$ cat config.mk
export PLATFORM = sky130hd
export DESIGN_NAME = dither_reducer
export DESIGN_NICKNAME = d
export VERILOG_FILES = /design/src/rtl/dred_pkg.sv /design/src/rtl/dred_cfg.sv /design/src/rtl/dred_noise.sv /design/src/rtl/dred_lane.sv /design/src/rtl/dither_reducer.sv
export SDC_FILE = /design/constraint.sdc
export NUM_CORES = 1
export LEC_CHECK = 0
export ABC_AREA = 1
export BUFFER_PORTS_ARGS = -buffer_cell sky130_fd_sc_hd__buf_2
export CORE_ASPECT_RATIO = 1.2
export CORE_MARGIN = 4
export CORE_UTILIZATION = 40
export DETAILED_ROUTE_END_ITERATION = 8
export HOLD_SLACK_MARGIN = 0.1
export RECOVER_POWER = 50
export SYNTH_ARGS = -nofsm -noshare
export SYNTH_HDL_FRONTEND = slang
export SYNTH_SLANG_ARGS = --single-unit
$ cat constraint.sdc
create_clock -name clk -period 4.16 [get_ports clk]
set_clock_uncertainty 0.15 [all_clocks]
set_input_delay 0.832 -clock clk [delete_from_list [all_inputs] [get_ports clk]]
set_output_delay 0.832 -clock clk [all_outputs]
set_load 0.05 [all_outputs]
$ cat src/rtl/dred_pkg.sv
package dred_pkg;

  localparam int FW          = 4;   // frame counter width
  localparam int FMAX_FINE   = 3;   // wrap point for the finest dither depth
  localparam int FMAX_COARSE = 15;  // wrap point for the two coarser depths

  // Staged/live control word; the packed order is the write-data bit layout.
  typedef struct packed {
    logic       ycc422;    // bit 8
    logic       per_chan;  // bit 7
    logic       frand;     // bit 6
    logic [1:0] ddepth;    // bits 5:4
    logic       dith_en;   // bit 3
    logic [1:0] tdepth;    // bits 2:1
    logic       trunc_en;  // bit 0
  } dred_ctrl_t;

  localparam int CTRL_W = $bits(dred_ctrl_t);

  // Number of low bits discarded for a depth code at component width cw.
  function automatic int disc_bits(input int cw, input logic [1:0] d);
    case (d)
      2'd0:    return cw - 6;
      2'd1:    return cw - 8;
      default: return cw - 10;
    endcase
  endfunction

endpackage

$ cat src/rtl/dred_cfg.sv
module dred_cfg
  import dred_pkg::*;
#(
  parameter int LW  = 28,
  parameter int NCH = 3,
  parameter int AW  = 2
) (
  input  logic                     clk,
  input  logic                     rst_n,
  input  logic                     we_i,
  input  logic [AW-1:0]            addr_i,
  input  logic [LW-1:0]            wdata_i,
  input  logic                     sof_i,
  output dred_ctrl_t               act_o,
  output dred_ctrl_t               eff_o,
  output logic [NCH-1:0][LW-1:0]   seed_o
);

  dred_ctrl_t shd_q, act_q;

  always_ff @(posedge clk) begin
    if (!rst_n) begin
      shd_q <= '0;
    end else if (we_i && addr_i == '0) begin
      shd_q <= dred_ctrl_t'(wdata_i[CTRL_W-1:0]);
    end
  end

  // Seeds are staged only: they are consumed solely at frame start.
  for (genvar c = 0; c < NCH; c++) begin : g_seed
    logic [LW-1:0] seed_q;
    always_ff @(posedge clk) begin
      if (!rst_n) begin
        seed_q <= '0;
      end else if (we_i && addr_i == AW'(c + 1)) begin
        seed_q <= wdata_i;
      end
    end
    assign seed_o[c] = seed_q;
  end

  always_ff @(posedge clk) begin
    if (!rst_n) begin
      act_q <= '0;
    end else if (sof_i) begin
      act_q <= shd_q;
    end
  end

  // Settings seen by the datapath this cycle: staged copy on a frame start.
  assign act_o = act_q;
  assign eff_o = sof_i ? shd_q : act_q;

endmodule

$ cat src/rtl/dred_noise.sv
module dred_noise
  import dred_pkg::*;
#(
  parameter int CW         = 12,
  parameter int LW         = 28,
  parameter int NCH        = 3,
  parameter int TAP_SHARED = 3,
  parameter int TAP_G      = 9,
  parameter int TAP_B      = 13
) (
  input  logic                    clk,
  input  logic                    rst_n,
  input  logic                    sof_i,
  input  logic                    vld_i,
  input  logic                    act_den_i,
  input  logic                    act_frand_i,
  input  logic                    eff_den_i,
  input  logic                    eff_frand_i,
  input  logic [1:0]              eff_ddepth_i,
  input  logic                    eff_perch_i,
  input  logic [NCH-1:0][LW-1:0]  seed_i,
  output logic [NCH-1:0][CW-1:0]  noise_o,
  output logic [FW-1:0]           fcnt_eff_o,
  output logic [FW-1:0]           fcnt_q_o,
  output logic [NCH-1:0][LW-1:0]  lfsr_o
);

  logic          load, adv, fr_cont;
  logic [FW-1:0] fcnt_q, fmax, fc_step, fcnt_eff;

  // Reload on the frame that turns dither on, or every frame with reseed.
  assign load = sof_i & eff_den_i & (eff_frand_i | ~act_den_i);
  assign adv  = vld_i & eff_den_i;

  assign fr_cont  = act_den_i & act_frand_i;
  assign fmax     = (eff_ddepth_i >= 2'd2) ? FW'(FMAX_FINE) : FW'(FMAX_COARSE);
  assign fc_step  = (fr_cont && fcnt_q < fmax) ? fcnt_q + 1'b1 : '0;
  assign fcnt_eff = !sof_i                     ? fcnt_q  :
                    (eff_den_i && eff_frand_i) ? fc_step : '0;

  always_ff @(posedge clk) begin
    if (!rst_n) fcnt_q <= '0;
    else        fcnt_q <= fcnt_eff;
  end

  for (genvar c = 0; c < NCH; c++) begin : g_lfsr
    localparam int OWN = (c == 0) ? TAP_SHARED : (c == 1) ? TAP_G : TAP_B;
    logic [LW-1:0] q, src, stepped;

    assign src     = load ? seed_i[c] : q;
    assign stepped = {src[LW-2:0],
                      src[LW-1] ^ (eff_perch_i ? src[OWN-1] : src[TAP_SHARED-1])};

    always_ff @(posedge clk) begin
      if (!rst_n) q <= '0;
      else        q <= adv ? stepped : src;
    end

    assign noise_o[c] = src[CW-1:0];
    assign lfsr_o[c]  = q;
  end

  assign fcnt_eff_o = fcnt_eff;
  assign fcnt_q_o   = fcnt_q;

endmodule

$ cat src/rtl/dred_lane.sv
module dred_lane
  import dred_pkg::*;
#(
  parameter int CW = 12
) (
  input  logic          clk,
  input  logic          rst_n,
  input  logic          vld_i,
  input  logic [CW-1:0] pix_i,
  input  logic [CW-1:0] noise_i,
  input  logic [FW-1:0] fcnt_i,
  input  logic          dith_en_i,
  input  logic [1:0]    ddepth_i,
  input  logic          trunc_en_i,
  input  logic [1:0]    tdepth_i,
  input  logic          ycc422_i,
  output logic [CW-1:0] pix_o
);

  function automatic logic [CW-1:0] low_mask(input int k);
    logic [CW-1:0] m;
    for (int i = 0; i < CW; i++) m[i] = (i < k);
    return m;
  endfunction

  function automatic logic [CW-1:0] sat_add(input logic [CW-1:0] x,
                                            input logic [CW-1:0] n);
    logic [CW:0] s;
    s = {1'b0, x} + {1'b0, n};
    return s[CW] ? '1 : s[CW-1:0];
  endfunction

  logic [CW-1:0] dmask, tmask, noise, stage1, res;
  logic          tr_on;

  assign dmask  = low_mask(disc_bits(CW, ddepth_i));
  assign tmask  = low_mask(disc_bits(CW, tdepth_i));
  assign noise  = (noise_i ^ CW'(fcnt_i)) & dmask;
  assign stage1 = dith_en_i ? (sat_add(pix_i, noise) & ~dmask) : pix_i;
  assign tr_on  = ycc422_i ? (tdepth_i == 2'd1 || tdepth_i == 2'd2) : trunc_en_i;
  assign res    = tr_on ? (stage1 & ~tmask) : stage1;

  always_ff @(posedge clk) begin
    if (!rst_n)     pix_o <= '0;
    else if (vld_i) pix_o <= res;
  end

endmodule

$ cat src/rtl/dither_reducer.sv
module dither_reducer
  import dred_pkg::*;
#(
  parameter int CW         = 12,
  parameter int LW         = 28,
  parameter int TAP_SHARED = 3,
  parameter int TAP_G      = 9,
  parameter int TAP_B      = 13,
  parameter int CFG_AW     = 2
) (
  input  logic              clk,
  input  logic              rst_n,
  input  logic              cfg_we_i,
  input  logic [CFG_AW-1:0] cfg_addr_i,
  input  logic [LW-1:0]     cfg_wdata_i,
  input  logic              sof_i,
  input  logic              vld_i,
  input  logic [CW-1:0]     ch0_i,
  input  logic [CW-1:0]     ch1_i,
  input  logic [CW-1:0]     ch2_i,
  output logic              vld_o,
  output logic [CW-1:0]     ch0_o,
  output logic [CW-1:0]     ch1_o,
  output logic [CW-1:0]     ch2_o
);

  localparam int NCH = 3;

  dred_ctrl_t                act_ctrl, eff_ctrl;
  logic [NCH-1:0][LW-1:0]    seeds, lfsr_q;
  logic [NCH-1:0][CW-1:0]    noise, pix_in, pix_out;
  logic [FW-1:0]             fcnt_eff, fcnt_q;

  dred_cfg #(.LW(LW), .NCH(NCH), .AW(CFG_AW)) u_cfg (
    .clk     (clk),
    .rst_n   (rst_n),
    .we_i    (cfg_we_i),
    .addr_i  (cfg_addr_i),
    .wdata_i (cfg_wdata_i),
    .sof_i   (sof_i),
    .act_o   (act_ctrl),
    .eff_o   (eff_ctrl),
    .seed_o  (seeds)
  );

  dred_noise #(.CW(CW), .LW(LW), .NCH(NCH), .TAP_SHARED(TAP_SHARED),
               .TAP_G(TAP_G), .TAP_B(TAP_B)) u_noise (
    .clk          (clk),
    .rst_n        (rst_n),
    .sof_i        (sof_i),
    .vld_i        (vld_i),
    .act_den_i    (act_ctrl.dith_en),
    .act_frand_i  (act_ctrl.frand),
    .eff_den_i    (eff_ctrl.dith_en),
    .eff_frand_i  (eff_ctrl.frand),
    .eff_ddepth_i (eff_ctrl.ddepth),
    .eff_perch_i  (eff_ctrl.per_chan),
    .seed_i       (seeds),
    .noise_o      (noise),
    .fcnt_eff_o   (fcnt_eff),
    .fcnt_q_o     (fcnt_q),
    .lfsr_o       (lfsr_q)
  );

  assign pix_in = {ch2_i, ch1_i, ch0_i};

  for (genvar c = 0; c < NCH; c++) begin : g_lane
    dred_lane #(.CW(CW)) u_lane (
      .clk        (clk),
      .rst_n      (rst_n),
      .vld_i      (vld_i),
      .pix_i      (pix_in[c]),
      .noise_i    (noise[c]),
      .fcnt_i     (fcnt_eff),
      .dith_en_i  (eff_ctrl.dith_en),
      .ddepth_i   (eff_ctrl.ddepth),
      .trunc_en_i (eff_ctrl.trunc_en),
      .tdepth_i   (eff_ctrl.tdepth),
      .ycc422_i   (eff_ctrl.ycc422),
      .pix_o      (pix_out[c])
    );
  end

  always_ff @(posedge clk) begin
    if (!rst_n) vld_o <= 1'b0;
    else        vld_o <= vld_i;
  end

  assign ch0_o = pix_out[0];
  assign ch1_o = pix_out[1];
  assign ch2_o = pix_out[2];

endmodule

* Yosys cells after proc, flatten, opt, wreduce, memory -nomap -nowiden *
Index checks and enable logic that the tools add are counted.

word-level totals
  register bits = 227
  input port bits = 71
  output and inout port bits = 37
  word-level logic and storage cells = 119

cells by class
  $add $sub $neg = 4
  $lt $le $gt $ge = 26
  eq/ne operators = 6
  mux-type cells = 25
  bitwise operators = 23
  reduce and logical (&&, ||, !) cells = 10

operator list
  operator               number
  $lt A4 B32 Y1 const A  8
  $lt A5 B32 Y1 const A  8
  $mux W28               6
  $lt A3 B32 Y1 const A  4
  $and A12 B12 Y12       9
  $mux W12               9
  $lt A2 B32 Y1 const A  2
  $add A12 B12 Y13       3
  $xor A12 B4 Y12        3
  $lt A1 B32 Y1 const A  1
  $not A12 Y12           2
  $mux W4                4
  $pmux W3 S2            2
  $mux W9                1
  $eq A2 B1 Y1 const B   3
  $eq A2 B2 Y1 const B   3
  $logic_and A1 B1 Y1    6
  $logic_not A2 Y1       3
  $add A4 B1 Y4 const B  1
  $and A1 B1 Y1          4
  $lt A4 B4 Y1           1
  $lt A1 B3 Y1 const A   1
  $mux W1                3
  $xor A1 B1 Y1          3
  4 further kinds        4

* Logic depth before layout (Yosys ltp) *
  word-level depth = 16
  depth in mapped cells = 26
  depth with buffers taken out = 26

* Hierarchy *
Synthesis repeated with hierarchy kept, for this count alone.

unflattened totals
  cell total of the unflattened synthesis = 1771
  area, all modules = 11766.3 um^2

by module, submodules not included
  module                             times used  cells each  area each (um^2)  seq. area each (um^2)
  dred_noise                         1           613         4325.4            1761.7
  dred_cfg                           1           643         4166.5            2042.0
  dred_lane at g_lane[0].u_lane ...  2           171         1082.3            240.2
  dred_lane at g_lane[1].u_lane      1           170         1082.3            240.2
  dither_reducer                     1           3           27.5              20.0

* Least setup slack after synthesis *
No wires, ideal clock.

  kind = input port to flip-flop
  start = in sof_i
  end = reg g_lane[0].u_lane.pix_o[10]
  library setup time = 109 ps
  arrival time = 4081 ps
  data required time = 3901 ps
  setup slack = -180 ps
  stages on the path = 24
  path buffers = 0
  path through = inv_2 or2_2 o21ai_0 clkinv_1 ha_1 nand2_1 nand2_1 a21oi_1 nand2_1 nand2_1 nand3b_1 xnor2_1 nor2_1 ha_1 a21oi_1 o21ai_0 a21oi_1 o21ai_2 nand4_1 nor2_1 nor2_1 nand2_1 nand2_1 inv_1

RTL lines
  item                    line                  RTL
  start: declaration      dither_reducer.sv:16  input logic sof_i,
  end signal: assignment  dred_lane.sv:45       else if (vld_i) pix_o <= res;
  end: declaration        dred_lane.sv:17       output logic [CW-1:0] pix_o

==> impl_metrics.json <==
{
  "synth.distinct_cells": 40,
  "violations": "capacitance limit, slew limit",
  "cpMaxStageDelayCell": "ha_1",
  "chipHeight_um": 186,
  "dpl_cell_area_um2": 11500,
  "r2r_cells": 22,
  "grt_pass1_vias": 9157,
  "coreArea_um2": 25700,
  "min-delay-start": "u_cfg.g_seed[2].seed_q[4]",
  "synth_top_area_share_pct": 43.1,
  "via_per_inst": 5.08,
  "maxSlewHeadroom_pct": -91.9,
  "ir_drop_uv": 348,
  "fmaxAchievable_mhz": 267,
  "die_area_um2": 29000,
  "port_buffers": 107,
  "synth_nets": 1571,
  "endpoint": "g_lane[1].u_lane.pix_o[10]",
  "syn_avg_cell_area_um2": 7.12,
  "grt.overflow.total": 0,
  "fin_crit_ns": 3.74,
  "grt_usage_pct": 19.4,
  "stdcell_area_um2": 12300,
  "synth_area_um2": 10500,
  "syn2layout_area_growth_pct": 16.6,
  "clk_latency_ns": 0.52,
  "rr_startpoint": "u_cfg.shd_q[5]",
  "synth-async-reset-ratio_pct": 0,
  "cts.sinks": 227,
  "cts-root-buf": "clkbuf_16",
  "crit_required_ns": 4.43,
  "crit_top_cell": "nand2_1",
  "synth_area_leader_cell": "dfxtp_1",
  "hold_viol": 0,
  "setup_viol": 0,
  "antenna_left": 0,
  "tightest_slew_ns": 2.88,
  "first_pass_iters": 5,
  "cts_tree": "done",
  "drive_gt1_share_pct": 13.3,
  "syn_inst": 1480,
  "p_leak_nw": 5.56,
  "gp_congestion": 0.878,
  "slowest_delay_ns": 0.31,
  "ff2ff_setup_slack_ns": 0.51,
  "endpoint_kind": "flip-flop",
  "initial_core_util_pct": 41.0,
  "startpoint": "sof_i",
  "fin_util_pct": 47.8,
  "max-cap-violations": 1,
  "fin_crit_sh_pct": 90.0,
  "path_class": "input pin to flip-flop",
  "wire_per_inst_um": 15.1,
  "crit_fanout": 3,
  "startpoint_type": "input pin",
  "ys.flop_type": "dfxtp_1",
  "synth.area.top_cells": "dfxtp_1 43%, o21ai_0 12%, nand2_1 9.7%, nor2_1 8.2%, a21oi_1 4.7%",
  "first_iter_violations": 559,
  "path_cells": "buf_2, inv_2, or2_2, o21ai_1, clkinv_2, ha_1, nand2_1, nand2_1, a21oi_2, nand2_1, nand2_1, nand3b_1, xnor2_1, nor2_1, ha_1, nand4_1, nor4_1, inv_1, o21ai_2, nand3_1, nand2_1, nand2_1, o21ai_1, inv_1",
  "synth_edf_count": 0,
  "holdBufCountCts": 0,
  "hold_class": "flip-flop to flip-flop",
  "rsz0062_at_grt": "no",
  "cts_buffers": 25,
  "r2r-end": "g_lane[1].u_lane.pix_o[10]",
  "ys_warn_count": 0,
  "fp.dieW_um": 156,
  "cts.repair.resized": 0,
  "clk_pin_slew_ns": 0.06,
  "cp_data_arrival_time_ns": 4.02,
  "h-tree-depth": 1,
  "synth_seq_area_share_pct": 43.1,
  "fp-row-count": 64,
  "drt-total-wl_mm": 29.0,
  "cts_max_path_buffers": 3,
  "grt_max_degree": 180,
  "power_density_nw_per_um2": 419,
  "final_max_slew_viol_count": 180,
  "grt_pass1_wl_mm": 46.6,
  "antenna_found_initial": 2,
  "outcome": "complete, but fails checks",
  "final_nets": 1663,
  "top_level_ports": 108,
  "post_cts_buffers": 0,
  "num_vias": 9762,
  "tns_ns": 0,
  "remaining_drc_errors": 0,
  "synth_seq_cells": 227,
  "hpwl_mm": 19.4
}
==> critical path, delay by kind of cell <==
family	cells	cell delay, ns
simple gates	12	1.39
xor+xnor	1	0.20
buf+inv	5	0.35
compound gates	4	0.62
fa+ha+maj	2	0.61
==> how the worst min path moves through the flow <==
stage                                           end  slack, ns  depth (start not counted)
after floorplan           u_cfg.g_seed[2].seed_q[4]       0.27                          2
after global placement    g_lane[0].u_lane.pix_o[3]       0.28                          2
after detailed placement  u_cfg.g_seed[2].seed_q[4]       0.28                          2
after CTS                 u_cfg.g_seed[2].seed_q[4]       0.29                          2
after global routing      g_lane[2].u_lane.pix_o[4]       0.31                          2
final                     u_cfg.g_seed[2].seed_q[4]       0.29                          2
==> layout by cell type (no fill, tap or decap), types with 8 or more instances in the layout <==
cell / count
a21oi_1: 97
xor2_1: 10
nand4_1: 16
buf_2: 76
nand3b_1: 8
nor2_1: 229
nand3_2: 8
nand3_1: 34
clkbuf_16: 25
mux2i_1: 8
o21ai_0: 245
buf_4: 33
inv_2: 8
dfxtp_1: 227
ha_1: 20
clkbuf_1: 36
mux2_2: 15
xnor2_1: 15
nand2_1: 272
a31oi_1: 21
inv_1: 113
nand2_2: 11
==> layout make-up <==
cell class                 count  area, um^2
fill                        2673       13400
multi-input combinational   1049        5230
sequential                   227        4540
timing repair buffer         145         802
clock buffer                  36         727
inverter                     124         467
tap                          330         413
clock inverter                 8        96.3
antenna                        1        2.50
==> layer usage <==
layer  vias to the layer above  GRT usage (%)  wire (um)
met5                         -              0         13
met4                         2           5.24        621
met3                        42           3.21       1470
met2                       187           34.7      14400
met1                      4502           24.2      12600
li1                       5029              -          -
==> stage by stage <==
step	std cells	hold WS [ns]	worst slack [ns]	total power [mW]
after floorplan	1480	0.270	0.00948	2.77
after global placement	1875	0.281	-0.124	2.97
after detailed placement	1875	0.283	-0.173	2.98
after CTS	1919	0.292	0.365	5.20
after global routing	1920	0.313	0.0444	5.37
final	1920	0.294	0.416	5.15
==> registers in the layout, indices dropped and copies added, names as in the netlist <==
register / cells
g_lane.u_lane.pix_o: 36
u_noise.g_lfsr.q: 84
vld_o: 1
u_cfg.g_seed.seed_q: 84
u_cfg.shd_q: 9
u_noise.fcnt_q_o: 4
u_cfg.act_o: 9
==> logic make-up after synthesis <==
group	synth area share (%)
fa+ha+maj	2.37
xor+xnor	2.08
buf+inv	7.38
simple gates	23.5
compound gates	19.2
mux	2.36
flops	43.1
==> Yosys cell counts (2+ instances only) <==
cell	count
o21ai_1	4
nand3_4	2
a31oi_1	21
o211ai_1	6
nand3b_1	8
nor3b_1	2
nor2_1	229
nand4_1	16
buf_2	7
nand3_1	35
o21ai_0	247
inv_2	8
ha_1	20
buf_1	5
inv_1	112
nand2_2	11
a21o_1	3
xnor2_1	15
dfxtp_1	227
nand3_2	7
nand2_1	272
xor2_1	10
clkinv_1	4
a21oi_1	98
a21oi_2	3
nand2_4	2
mux2i_1	8
nor3_1	4
clkbuf_1	67
mux2_2	15
or2_2	3
==> report_power, final <==
part	internal, mW	switching, mW
Combinational	0.192	0.420
Sequential	2.28	0.0370
Clock	1.33	0.893
Total	3.80	1.35
Power figures use the tool's default switching activity.
